**src/rtl/opp_pkg.sv**
```systemverilog
// Shared definitions of the operating-point table engine.
// Assumes: the query opcode is two bits wide.
package opp_pkg;

    typedef enum logic [1:0] {
        OP_GET   = 2'd0,
        OP_MATCH = 2'd1,
        OP_ROUND = 2'd2,
        OP_RSVD  = 2'd3
    } opp_op_e;

endpackage

```
**src/rtl/opp_unpack.sv**
```systemverilog
// Splits a packed load word into a voltage code and a kHz frequency.
// Assumes: voltage sits in the upper VOLT_W bits, the raw frequency in the
// lower RAW_W bits, and FREQ_W is wide enough for raw * SCALE.
module opp_unpack #(
    parameter int RAW_W  = 20,
    parameter int VOLT_W = 12,
    parameter int SCALE  = 20,
    parameter int FREQ_W = 25,
    localparam int WORD_W = RAW_W + VOLT_W
) (
    input  logic [WORD_W-1:0] word,
    output logic [FREQ_W-1:0] freq,
    output logic [VOLT_W-1:0] volt
);

    logic [RAW_W-1:0] raw;

    assign raw  = word[RAW_W-1:0];
    assign volt = word[WORD_W-1 -: VOLT_W];

    // A unit scale needs no multiplier.
    generate
        if (SCALE == 1) begin : g_noscale
            assign freq = FREQ_W'(raw);
        end else begin : g_scale
            assign freq = FREQ_W'(raw) * FREQ_W'(SCALE);
        end
    endgenerate

endmodule

```
**src/rtl/opp_store.sv**
```systemverilog
// Register table of operating points per cluster, with in-order loading,
// a valid-entry count and a per-cluster seal set by a failed load.
// Assumes: NUM_CL is a power of two; read ports are combinational.
module opp_store #(
    parameter int NUM_CL  = 2,
    parameter int MAX_PTS = 8,
    parameter int FREQ_W  = 25,
    parameter int VOLT_W  = 12,
    localparam int CL_W   = $clog2(NUM_CL),
    localparam int IDX_W  = $clog2(MAX_PTS),
    localparam int CNT_W  = $clog2(MAX_PTS + 1)
) (
    input  logic              clk,
    input  logic              rst_n,
    input  logic              wr_valid,
    input  logic              wr_ok,
    input  logic [CL_W-1:0]   wr_cluster,
    input  logic [IDX_W-1:0]  wr_index,
    input  logic [FREQ_W-1:0] wr_freq,
    input  logic [VOLT_W-1:0] wr_volt,
    input  logic [CL_W-1:0]   rd_cluster,
    input  logic [IDX_W-1:0]  rd_index,
    output logic [FREQ_W-1:0] rd_freq,
    output logic [VOLT_W-1:0] rd_volt,
    input  logic [CL_W-1:0]   cnt_cluster,
    output logic [CNT_W-1:0]  cnt_value
);

    localparam logic [CNT_W-1:0] FULL = CNT_W'(MAX_PTS);

    logic [FREQ_W-1:0] freq_q  [NUM_CL][MAX_PTS];
    logic [VOLT_W-1:0] volt_q  [NUM_CL][MAX_PTS];
    logic [CNT_W-1:0]  count_q [NUM_CL];
    logic [NUM_CL-1:0] sealed_q;

    // Accept in-order loads, or seal the cluster on a failed one.
    always_ff @(posedge clk) begin
        if (!rst_n) begin
            sealed_q <= '0;
            for (int c = 0; c < NUM_CL; c++) begin
                count_q[c] <= '0;
                for (int i = 0; i < MAX_PTS; i++) begin
                    freq_q[c][i] <= '0;
                    volt_q[c][i] <= '0;
                end
            end
        end else if (wr_valid && !sealed_q[wr_cluster]) begin
            if (!wr_ok) begin
                sealed_q[wr_cluster] <= 1'b1;
            end else if (count_q[wr_cluster] != FULL &&
                         CNT_W'(wr_index) == count_q[wr_cluster]) begin
                freq_q[wr_cluster][wr_index] <= wr_freq;
                volt_q[wr_cluster][wr_index] <= wr_volt;
                count_q[wr_cluster]          <= count_q[wr_cluster] + CNT_W'(1);
            end
        end
    end

    // Combinational read of one entry and of one cluster's count.
    assign rd_freq   = freq_q[rd_cluster][rd_index];
    assign rd_volt   = volt_q[rd_cluster][rd_index];
    assign cnt_value = count_q[cnt_cluster];

    generate
        for (genvar c = 0; c < NUM_CL; c++) begin : g_chk
            p_count_bound_r2: assert property (@(posedge clk) disable iff (!rst_n)
                count_q[c] <= FULL);
            p_count_step_r2: assert property (@(posedge clk) disable iff (!rst_n)
                (count_q[c] == $past(count_q[c])) ||
                (count_q[c] == $past(count_q[c]) + CNT_W'(1)));
            p_sealed_frozen_r3: assert property (@(posedge clk) disable iff (!rst_n)
                sealed_q[c] |=> $stable(count_q[c]));
        end
    endgenerate

endmodule

```
**src/rtl/opp_scan.sv**
```systemverilog
// Query sequencer: latches a query, visits every table slot once per clock,
// keeps running candidates, then emits a one-cycle result pulse.
// Assumes: the table of the queried cluster is not loaded while scanning.
module opp_scan
    import opp_pkg::*;
#(
    parameter int NUM_CL  = 2,
    parameter int MAX_PTS = 8,
    parameter int FREQ_W  = 25,
    parameter int VOLT_W  = 12,
    localparam int CL_W   = $clog2(NUM_CL),
    localparam int IDX_W  = $clog2(MAX_PTS),
    localparam int CNT_W  = $clog2(MAX_PTS + 1)
) (
    input  logic              clk,
    input  logic              rst_n,
    input  logic              q_valid,
    input  logic [CL_W-1:0]   q_cluster,
    input  logic [1:0]        q_op,
    input  logic [FREQ_W-1:0] q_operand,
    input  logic [CNT_W-1:0]  cnt_in,
    output logic [CL_W-1:0]   rd_cluster,
    output logic [IDX_W-1:0]  rd_index,
    input  logic [FREQ_W-1:0] rd_freq,
    input  logic [VOLT_W-1:0] rd_volt,
    output logic              busy,
    output logic              r_valid,
    output logic              r_err,
    output logic [FREQ_W-1:0] r_value,
    output logic [VOLT_W-1:0] r_volt
);

    localparam logic [CNT_W-1:0] LAST = CNT_W'(MAX_PTS);

    logic              busy_q, r_valid_q, r_err_q;
    logic [CNT_W-1:0]  step_q, cnt_q;
    logic [CL_W-1:0]   cl_q;
    opp_op_e           op_q;
    logic [FREQ_W-1:0] opnd_q, r_value_q;
    logic [VOLT_W-1:0] r_volt_q;
    logic              hit_v, ge_v, lt_v;
    logic [IDX_W-1:0]  hit_i;
    logic [FREQ_W-1:0] hit_f, ge_f, lt_f;
    logic [VOLT_W-1:0] hit_vlt, ge_vlt, lt_vlt;
    logic              res_err;
    logic [FREQ_W-1:0] res_val;
    logic [VOLT_W-1:0] res_volt;

    assign rd_cluster = cl_q;
    assign rd_index   = step_q[IDX_W-1:0];

    // Final answer from the candidates gathered over the scan.
    always_comb begin
        res_err  = 1'b1;
        res_val  = '0;
        res_volt = '0;
        case (op_q)
            OP_GET: if (hit_v) begin
                res_err = 1'b0; res_val = hit_f; res_volt = hit_vlt;
            end
            OP_MATCH: if (hit_v) begin
                res_err = 1'b0; res_val = FREQ_W'(hit_i); res_volt = hit_vlt;
            end
            OP_ROUND: if (ge_v) begin
                res_err = 1'b0; res_val = ge_f; res_volt = ge_vlt;
            end else if (lt_v) begin
                res_err = 1'b0; res_val = lt_f; res_volt = lt_vlt;
            end
            default: res_err = 1'b1;
        endcase
    end

    // Sequencer: accept, step through all slots, then publish the result.
    always_ff @(posedge clk) begin
        if (!rst_n) begin
            busy_q    <= 1'b0;
            r_valid_q <= 1'b0;
            r_err_q   <= 1'b0;
            r_value_q <= '0;
            r_volt_q  <= '0;
            step_q    <= '0;
            cnt_q     <= '0;
            cl_q      <= '0;
            op_q      <= OP_GET;
            opnd_q    <= '0;
        end else begin
            r_valid_q <= 1'b0;
            if (!busy_q) begin
                if (q_valid) begin
                    busy_q <= 1'b1;
                    step_q <= '0;
                    cl_q   <= q_cluster;
                    op_q   <= opp_op_e'(q_op);
                    opnd_q <= q_operand;
                    cnt_q  <= cnt_in;
                end
            end else if (step_q != LAST) begin
                step_q <= step_q + CNT_W'(1);
            end else begin
                busy_q    <= 1'b0;
                r_valid_q <= 1'b1;
                r_err_q   <= res_err;
                r_value_q <= res_val;
                r_volt_q  <= res_volt;
            end
        end
    end

    // Candidate update for the slot visited this cycle.
    always_ff @(posedge clk) begin
        if (!rst_n) begin
            {hit_v, ge_v, lt_v} <= '0;
            hit_i <= '0;
            {hit_f, ge_f, lt_f} <= '0;
            {hit_vlt, ge_vlt, lt_vlt} <= '0;
        end else if (!busy_q) begin
            if (q_valid) {hit_v, ge_v, lt_v} <= '0;
        end else if (step_q != LAST && step_q < cnt_q) begin
            case (op_q)
                OP_GET: if (opnd_q == FREQ_W'(step_q)) begin
                    hit_v <= 1'b1; hit_f <= rd_freq; hit_vlt <= rd_volt;
                end
                OP_MATCH: if (!hit_v && rd_freq == opnd_q) begin
                    hit_v <= 1'b1; hit_i <= step_q[IDX_W-1:0]; hit_vlt <= rd_volt;
                end
                OP_ROUND: if (rd_freq >= opnd_q) begin
                    if (!ge_v || rd_freq < ge_f) begin
                        ge_v <= 1'b1; ge_f <= rd_freq; ge_vlt <= rd_volt;
                    end
                end else if (!lt_v || rd_freq > lt_f) begin
                    lt_v <= 1'b1; lt_f <= rd_freq; lt_vlt <= rd_volt;
                end
                default: ;
            endcase
        end
    end

    assign busy    = busy_q;
    assign r_valid = r_valid_q;
    assign r_err   = r_err_q;
    assign r_value = r_value_q;
    assign r_volt  = r_volt_q;

    p_pulse_r11: assert property (@(posedge clk) disable iff (!rst_n)
        r_valid_q |=> !r_valid_q);
    p_idle_at_result_r11: assert property (@(posedge clk) disable iff (!rst_n)
        r_valid_q |-> !busy_q);
    p_fall_gives_result_r11: assert property (@(posedge clk) disable iff (!rst_n)
        $fell(busy_q) |-> r_valid_q);
    p_err_zero_r5: assert property (@(posedge clk) disable iff (!rst_n)
        (r_valid_q && r_err_q) |-> (r_value_q == '0 && r_volt_q == '0));
    p_round_reaches_r8: assert property (@(posedge clk) disable iff (!rst_n)
        (r_valid_q && !r_err_q && op_q == OP_ROUND && ge_v) |-> (r_value_q >= opnd_q));

endmodule

```
**src/rtl/opp_table_engine.sv**
```systemverilog
// Top of the operating-point table engine: unpacks load words into the
// per-cluster store and runs queries through the scan sequencer.
// Assumes: NUM_CL is a power of two; word layout is volt above raw freq.
module opp_table_engine #(
    parameter int NUM_CL  = 2,
    parameter int MAX_PTS = 8,
    parameter int RAW_W   = 20,
    parameter int VOLT_W  = 12,
    parameter int SCALE   = 20,
    localparam int FREQ_W = RAW_W + $clog2(SCALE),
    localparam int CL_W   = $clog2(NUM_CL),
    localparam int IDX_W  = $clog2(MAX_PTS),
    localparam int CNT_W  = $clog2(MAX_PTS + 1),
    localparam int WORD_W = RAW_W + VOLT_W
) (
    input  logic              clk,
    input  logic              rst_n,
    input  logic              ld_valid,
    input  logic              ld_ok,
    input  logic [CL_W-1:0]   ld_cluster,
    input  logic [IDX_W-1:0]  ld_index,
    input  logic [WORD_W-1:0] ld_word,
    input  logic              q_valid,
    input  logic [CL_W-1:0]   q_cluster,
    input  logic [1:0]        q_op,
    input  logic [FREQ_W-1:0] q_operand,
    output logic              q_busy,
    output logic              r_valid,
    output logic              r_err,
    output logic [FREQ_W-1:0] r_value,
    output logic [VOLT_W-1:0] r_volt
);

    logic [FREQ_W-1:0] wr_freq, rd_freq;
    logic [VOLT_W-1:0] wr_volt, rd_volt;
    logic [CL_W-1:0]   rd_cluster;
    logic [IDX_W-1:0]  rd_index;
    logic [CNT_W-1:0]  cnt_value;

    opp_unpack #(
        .RAW_W(RAW_W), .VOLT_W(VOLT_W), .SCALE(SCALE), .FREQ_W(FREQ_W)
    ) u_unpack (
        .word(ld_word), .freq(wr_freq), .volt(wr_volt)
    );

    opp_store #(
        .NUM_CL(NUM_CL), .MAX_PTS(MAX_PTS), .FREQ_W(FREQ_W), .VOLT_W(VOLT_W)
    ) u_store (
        .clk(clk), .rst_n(rst_n),
        .wr_valid(ld_valid), .wr_ok(ld_ok), .wr_cluster(ld_cluster),
        .wr_index(ld_index), .wr_freq(wr_freq), .wr_volt(wr_volt),
        .rd_cluster(rd_cluster), .rd_index(rd_index),
        .rd_freq(rd_freq), .rd_volt(rd_volt),
        .cnt_cluster(q_cluster), .cnt_value(cnt_value)
    );

    opp_scan #(
        .NUM_CL(NUM_CL), .MAX_PTS(MAX_PTS), .FREQ_W(FREQ_W), .VOLT_W(VOLT_W)
    ) u_scan (
        .clk(clk), .rst_n(rst_n),
        .q_valid(q_valid), .q_cluster(q_cluster), .q_op(q_op),
        .q_operand(q_operand), .cnt_in(cnt_value),
        .rd_cluster(rd_cluster), .rd_index(rd_index),
        .rd_freq(rd_freq), .rd_volt(rd_volt),
        .busy(q_busy), .r_valid(r_valid), .r_err(r_err),
        .r_value(r_value), .r_volt(r_volt)
    );

endmodule

```
**config.mk**
```make
export PLATFORM = sky130hd
export DESIGN_NAME = opp_table_engine
export DESIGN_NICKNAME = d
export VERILOG_FILES = /design/src/rtl/opp_pkg.sv /design/src/rtl/opp_unpack.sv /design/src/rtl/opp_store.sv /design/src/rtl/opp_scan.sv /design/src/rtl/opp_table_engine.sv
export SDC_FILE = /design/constraint.sdc
export NUM_CORES = 1
export LEC_CHECK = 0
export ABC_AREA = 0
export BUFFER_PORTS_ARGS = -buffer_cell sky130_fd_sc_hd__buf_2
export CAP_MARGIN = 20
export CELL_PAD_IN_SITES_DETAIL_PLACEMENT = 1
export CELL_PAD_IN_SITES_GLOBAL_PLACEMENT = 2
export CORE_ASPECT_RATIO = 1.4
export CORE_MARGIN = 4
export CORE_UTILIZATION = 47
export CTS_BUF_LIST = sky130_fd_sc_hd__clkbuf_4
export DETAILED_ROUTE_END_ITERATION = 8
export GPL_TIMING_DRIVEN = 1
export PLACE_DENSITY = 0.95
export SLEW_MARGIN = 15
export SYNTH_ARGS = -nofsm -noshare
export SYNTH_HDL_FRONTEND = slang
export SYNTH_SLANG_ARGS = --single-unit
```
**constraint.sdc**
```tcl
create_clock -name clk -period 5.2 [get_ports clk]
set_input_delay 0.26 -clock clk [delete_from_list [all_inputs] [get_ports clk]]
set_output_delay 0.26 -clock clk [all_outputs]
set_load 0.01 [all_outputs]
```
# Word level (Yosys, flattened, before mapping)

Memories as Yosys holds them, arrays and structs flattened. A register that Yosys moved wholly into a read port is not among the register bits.
Index checks and enable logic that the tools add are counted.

Bits in latches: 0
Memory bits (writable): 568
ROM bits: 0
Memories kept: 3
Input port bits: 69
Bits in registers: 191

Memories:

| memory          | words | width | read ports | clocked after memory_dff | wr ports | RTL line        | text |
|---|---|---|---|---|---|---|---|
| u_store.freq_q  | 2     | 184   | 1          | 1                        | 2        | opp_store.sv:31 | `logic [FREQ_W-1:0] freq_q [NUM_CL][MAX_PTS];` |
| u_store.volt_q  | 2     | 96    | 1          | 1                        | 2        | opp_store.sv:32 | `logic [VOLT_W-1:0] volt_q [NUM_CL][MAX_PTS];` |
| u_store.count_q | 2     | 4     | 2          | 1                        | 2        | opp_store.sv:33 | `logic [CNT_W-1:0] count_q [NUM_CL];` |

Shifts and indexed selects: 0
Mux-type cells: 74
$lt $le $gt $ge: 9
Bitwise logic cells: 7
Multipliers: 1
Div/mod/pow operators: 0
Add/subtract/negate cells: 2
Equality and inequality tests: 19
Reductions and logical operators: 33

Operator list:

| operator                                            | number |
|---|---|
| two-way mux 184 bit                                 | 2 |
| two-way mux 96 bit                                  | 3 |
| two-way mux 200 bit                                 | 1 |
| OR reduction 184 bit                                | 1 |
| two-way mux 25 bit                                  | 6 |
| two-way mux 12 bit                                  | 8 |
| OR reduction 96 bit                                 | 1 |
| binary-select mux 25 bit (select 3 bit)             | 1 |
| demux 25 bit (select 3 bit)                         | 1 |
| one-hot mux 25 bit (3 select lines)                 | 1 |
| one-hot mux 12 bit (2 select lines)                 | 2 |
| two-way mux 1 bit                                   | 39 |
| binary-select mux 12 bit (select 3 bit)             | 1 |
| demux 12 bit (select 3 bit)                         | 1 |
| AND reduction 5 bit                                 | 6 |
| == test 25 bit                                      | 1 |
| == test 25 x 4 -> 1 bit                             | 1 |
| >= comparator 25 bit                                | 1 |
| greater-than comparator 25 bit                      | 1 |
| < comparator 25 bit                                 | 1 |
| multiplier 20 x 3 -> 23 bit (second input constant) | 1 |
| two-way mux 4 bit                                   | 4 |
| inequality test 2 bit (second input constant)       | 7 |
| AND reduction 2 bit                                 | 5 |
| 26 further kinds                                    | 49 |

# Depth between registers and ports, before layout

Depth after elaboration: 11
Depth in mapped cells: 16
Gate-level depth less buffers: 13

# Modules after synthesis

A second synthesis with hierarchy kept.

Cell total of the unflattened synthesis: 2949
Area, all modules: 38150.3 um^2

Modules (own cells, without submodules):

| module     | sequential area each (um^2) | cells an instance | times used | area each (um^2) |
|---|---|---|---|---|
| opp_store  | 18057.3                     | 1586              | 1          | 26691.8 |
| opp_scan   | 3863.7                      | 1206              | 1          | 10221.1 |
| opp_unpack | 0.0                         | 157               | 1          | 1237.4 |

# Worst setup path after synthesis

Ideal clock, no wire load.

Path kind: flip-flop to flip-flop
From: mem u_store.count_q[1][3] (netlist name)
To: mem u_store.freq_q[1][23] (netlist name) (enable)
Slack: 0.557 ns
Cell stages (with the launch flop): 7
Data arrival time: 4.167 ns
Required time: 4.724 ns
Cell sequence: edfxtp_1 -> nor3b_1 -> o2111ai_1 -> nor4_4 -> nand2_1 -> or2_1 -> o21ai_0

RTL lines:

| item        | RTL line |
|---|---|
| from (decl) | opp_store.sv:33 |
| to (decl)   | opp_store.sv:31 |

# Final worst setup path

From: reg u_scan.step_q[0]
To: reg u_scan.ge_vlt[7]

Longest elaborated chain between the ends: 7

Ends and longest elaborated chain:

| item                                                      | RTL line               | text |
|---|---|---|
| from (decl)                                               | opp_scan.sv:36         | `logic [CNT_W-1:0] step_q, cnt_q;` |
| from (signal assigned)                                    | opp_scan.sv:98         | `step_q <= step_q + CNT_W'(1);` |
| inverter 3 -> 4 bit (implied by the code) (*)             | opp_store.sv:60        | `assign rd_freq = freq_q[rd_cluster][rd_index];` |
| binary-select mux 25 bit (select 3 bit) (*)               | opp_store.sv:60        |  |
| two-way mux 25 bit (implied by the code) (*) (2 in a row) | opp_store.sv:60        |  |
| net rd_freq[3]                                            | opp_table_engine.sv:34 | `logic [FREQ_W-1:0] wr_freq, rd_freq;` |
| < comparator 25 bit                                       | opp_scan.sv:127        | `if (!ge_v \|\| rd_freq < ge_f) begin` |
| logical OR 1 bit                                          | opp_scan.sv:127        |  |
| AND reduction 5 bit (no line) (*)                         | n/a                    |  |
| to (signal assigned)                                      | opp_scan.sv:115        | `{hit_vlt, ge_vlt, lt_vlt} <= '0;` |
| to (signal assigned)                                      | opp_scan.sv:128        | `ge_v <= 1'b1; ge_f <= rd_freq; ge_vlt <= rd_volt;` |
| to (decl)                                                 | opp_scan.sv:44         | `logic [VOLT_W-1:0] hit_vlt, ge_vlt, lt_vlt;` |

The timed path passes the listed nets; every way through them passes the cells marked *. The select of a mux whose other input is x is not followed.
A chain may end at the register's enable or synchronous reset.

==> flow_summary.toml <==
[power]
switching_share_pct = 26.8
power_density_nw_per_um2 = 329
power_frac_clock_pct = 36.9
comb_power_share_pct = 10.4
seqPwrFrac_pct = 52.7
p_total_mw = 12.8
p_sw_mw = 3.44
ir_drop_mv = 0.145
p_leak_nw = 15.0
intPower_mw = 9.39

[cts]
clockBufferDepth = 3
clk_latency_ns = 1.01
root_buffer = "clkbuf_4"
cts_made_buffers = 171
clock-sinks = 758
clkTransAtPathRegs_ns = 0.09
cts_tree = "built"
htreeDepth = 4
cts_setup_buffers = 0

[global_routing]
track_usage_pct = 28.2
grt_pass1_vias = 25800
antenna_found_initial = 1
grt_max_degree = 93
grt_pass1_wl_um = 164000
grt_overflow = 0

[logic_synthesis]
ys_async_sr_fraction_pct = 0
postSynthCellCount = 2549
synth_area_um2 = 34500
avgSynthCellArea_um2 = 13.5
synth_top_cell_by_area = "edfxtp_1"
ys_seq_area_share_pct = 60.4
netlist_top_cells_count = "edfxtp_1 (568), nand2_1 (266), nor2_1 (243)"
synth-seq-cells = 758
synth_cell_types = 72
ys.flop_type = "edfxtp_1"
syn_nets = 2730
synth_edf_count = 568
synth_area_leaders = "edfxtp_1 (49%), mux4_2 (11%), dfxtp_1 (11%)"
synth_top_area_share_pct = 49.4
yosysMostFrequentCell = "edfxtp_1"
yosysWarnings = 0

[layout]
area_growth_pct = 13.0
instances_no_fill = 3884
layout.nets = 2982
num-fill-cells = 7218
seqCellArea_um2 = 20900
multi_input_area_um2 = 12700
post_route_cells_drive_above_1_share_pct = 23.0

[routing]
via_per_inst = 6.10
first_iter_violations = 2437
route.detailed.drc = 0
vias = 23700
ant_nets = 0
drt_pass1_iterations = 5
routedWlPerCell_um = 28.4
drt_wl_total_um = 110000

[critical_path]
cp_max_fo = 39
setup.worst_path.class = "register to register"
cp-end-kind = "register"
cp_data_arrival_time_ns = 5.64
required_ns = 6.06
worstSetupStartpointType = "register"

[placed_design]
dp_slack_ns = 0.522
gp_congestion = 0.908
port_buffers = 108
dp_hpwl_um = 68400
placedCellCount = 3527

[timing]
worst_slack_ns = 0.423
rsz0062_at_grt = "false"
setup_violations = 0
tns_ns = 0
post-route-period-util_pct = 91.9
min_period_ns = 4.78
timing_hold_violations_final = 0
fmax_mhz = 209
slew_viol_final = 0
slew_headroom_pct = 19.3
tightest_slew_ns = 1.21
skew_ns = 0.0798

[floorplanning]
start_util_pct = 47.4
fp.dieH_um = 329
fp.coreArea_um2 = 72800
io_pins = 109
num_rows = 117
die-area_um2 = 77900
die_w_um = 237

[flow_run]
drv_cap = 0

[run_status]
outcome = "completed"

[hold_path]
hp-class = "input pin to register"
## flip-flops by register name (all words and copies together), names as in the netlist, 2 cells and up, named ones only
signal            cells
u_store.count_q       8
u_scan.ge_vlt        12
u_scan.hit_i          3
u_scan.hit_vlt       12
u_scan.lt_vlt        12
u_store.volt_q      192
u_scan.r_volt        12
u_scan.hit_f         23
u_scan.op_q           2
u_store.freq_q      368
u_store.sealed_q      2
u_scan.step_q         4
u_scan.lt_f          23
u_scan.r_value       25
u_scan.ge_f          23
u_scan.opnd_q        25
u_scan.cnt_q          4
## worst max-delay path, cell delays in order, from the launching register on
cell	delay, ns
dfxtp_4	0.67
buf_4	0.58
mux4_2	0.43
mux4_2	0.59
ha_1	0.35
or2_2	0.30
a21oi_1	0.16
or4_1	0.13
a41oi_1	0.14
o31ai_1	0.33
nand4b_1	0.20
buf_4	0.41
mux2i_1	0.27
## what timing repair did
item	in CTS	in global routing
hold endpoints to repair	294	0
gates resized for setup	0	0
hold buffers	49	0
## cell families after synthesis
| group | Yosys count | synth area share [%] |
|---|---|---|
| AO/OA/AOI/OAI | 237 | 4.61 |
| XOR/XNOR | 23 | 0.584 |
| adder cells (fa/ha/maj) | 112 | 4.08 |
| buffers and inverters | 272 | 3.26 |
| flip-flops | 758 | 60.4 |
| multiplexers | 311 | 15.4 |
| AND/OR/NAND/NOR | 836 | 11.7 |
## final timing paths
| kind | from | endpoint | slack [ns] | cells after the start |
|---|---|---|---|---|
| min reg2reg | u_scan.lt_vlt[4] | u_scan.lt_vlt[4] | 0.46 | 2 |
| max reg2reg | u_scan.step_q[0] | u_scan.ge_vlt[7] | 0.42 | 12 |
| min | ld_word[2] | u_store.freq_q[0][94] | 0.07 | 3 |
| max | u_scan.step_q[0] | u_scan.ge_vlt[7] | 0.42 | 12 |
## power by group through the flow
stage          combinational [mW]  clock, mW  sequential, mW
2_1_floorplan               0.822          0            6.84
3_3_place_gp                 1.22          0            6.86
3_5_place_dp                 1.28          0            6.89
4_1_cts                      1.31       4.77            6.76
5_1_grt                      1.42       5.12            6.77
6_report                     1.33       4.74            6.76
## cell type report
class                      instances  area share [%]
clock buffer                     239            4.60
tap                              952            3.05
clock inverter                    64           0.924
timing repair buffer             230            4.29
multi-input combinational       1519            32.5
antenna                            1         0.00642
inverter                         121            1.16
sequential                       758            53.5
## per-layer routing
| metal | wire, µm | global-route usage (%) | up-vias |
|---|---|---|---|
| met2 | 56700 | 50.0 | 1410 |
| met4 | 5560 | 13.2 | 0 |
| met1 | 38700 | 33.0 | 11900 |
| li1 | - | - | 9981 |
| met3 | 9450 | 5.59 | 365 |
| met5 | 0 | 0 | - |
## cell usage in the layout (no fill, tap or decap), types with 49 or more instances in the layout
cell	instances
clkbuf_4	241
dfxtp_1	186
nor2_1	242
buf_4	62
mux2i_1	134
ha_1	111
o21ai_0	53
and3_1	49
nand2_1	257
and2_1	86
edfxtp_1	568
buf_2	107
nor2b_1	66
dlygate4sd3_1	49
inv_1	119
mux4_2	174
## per-stage QoR
step                hold slack, ns  utilization, %  instance area, µm²
global route                0.0729            53.6               39000
detailed placement           0.453            49.9               36300
finish                      0.0716            53.6               39000
global placement             0.441            49.9               36300
floorplan                    0.405               -               34500
CTS                         0.0201            53.6               39000
(Power assumes the default switching activity.)
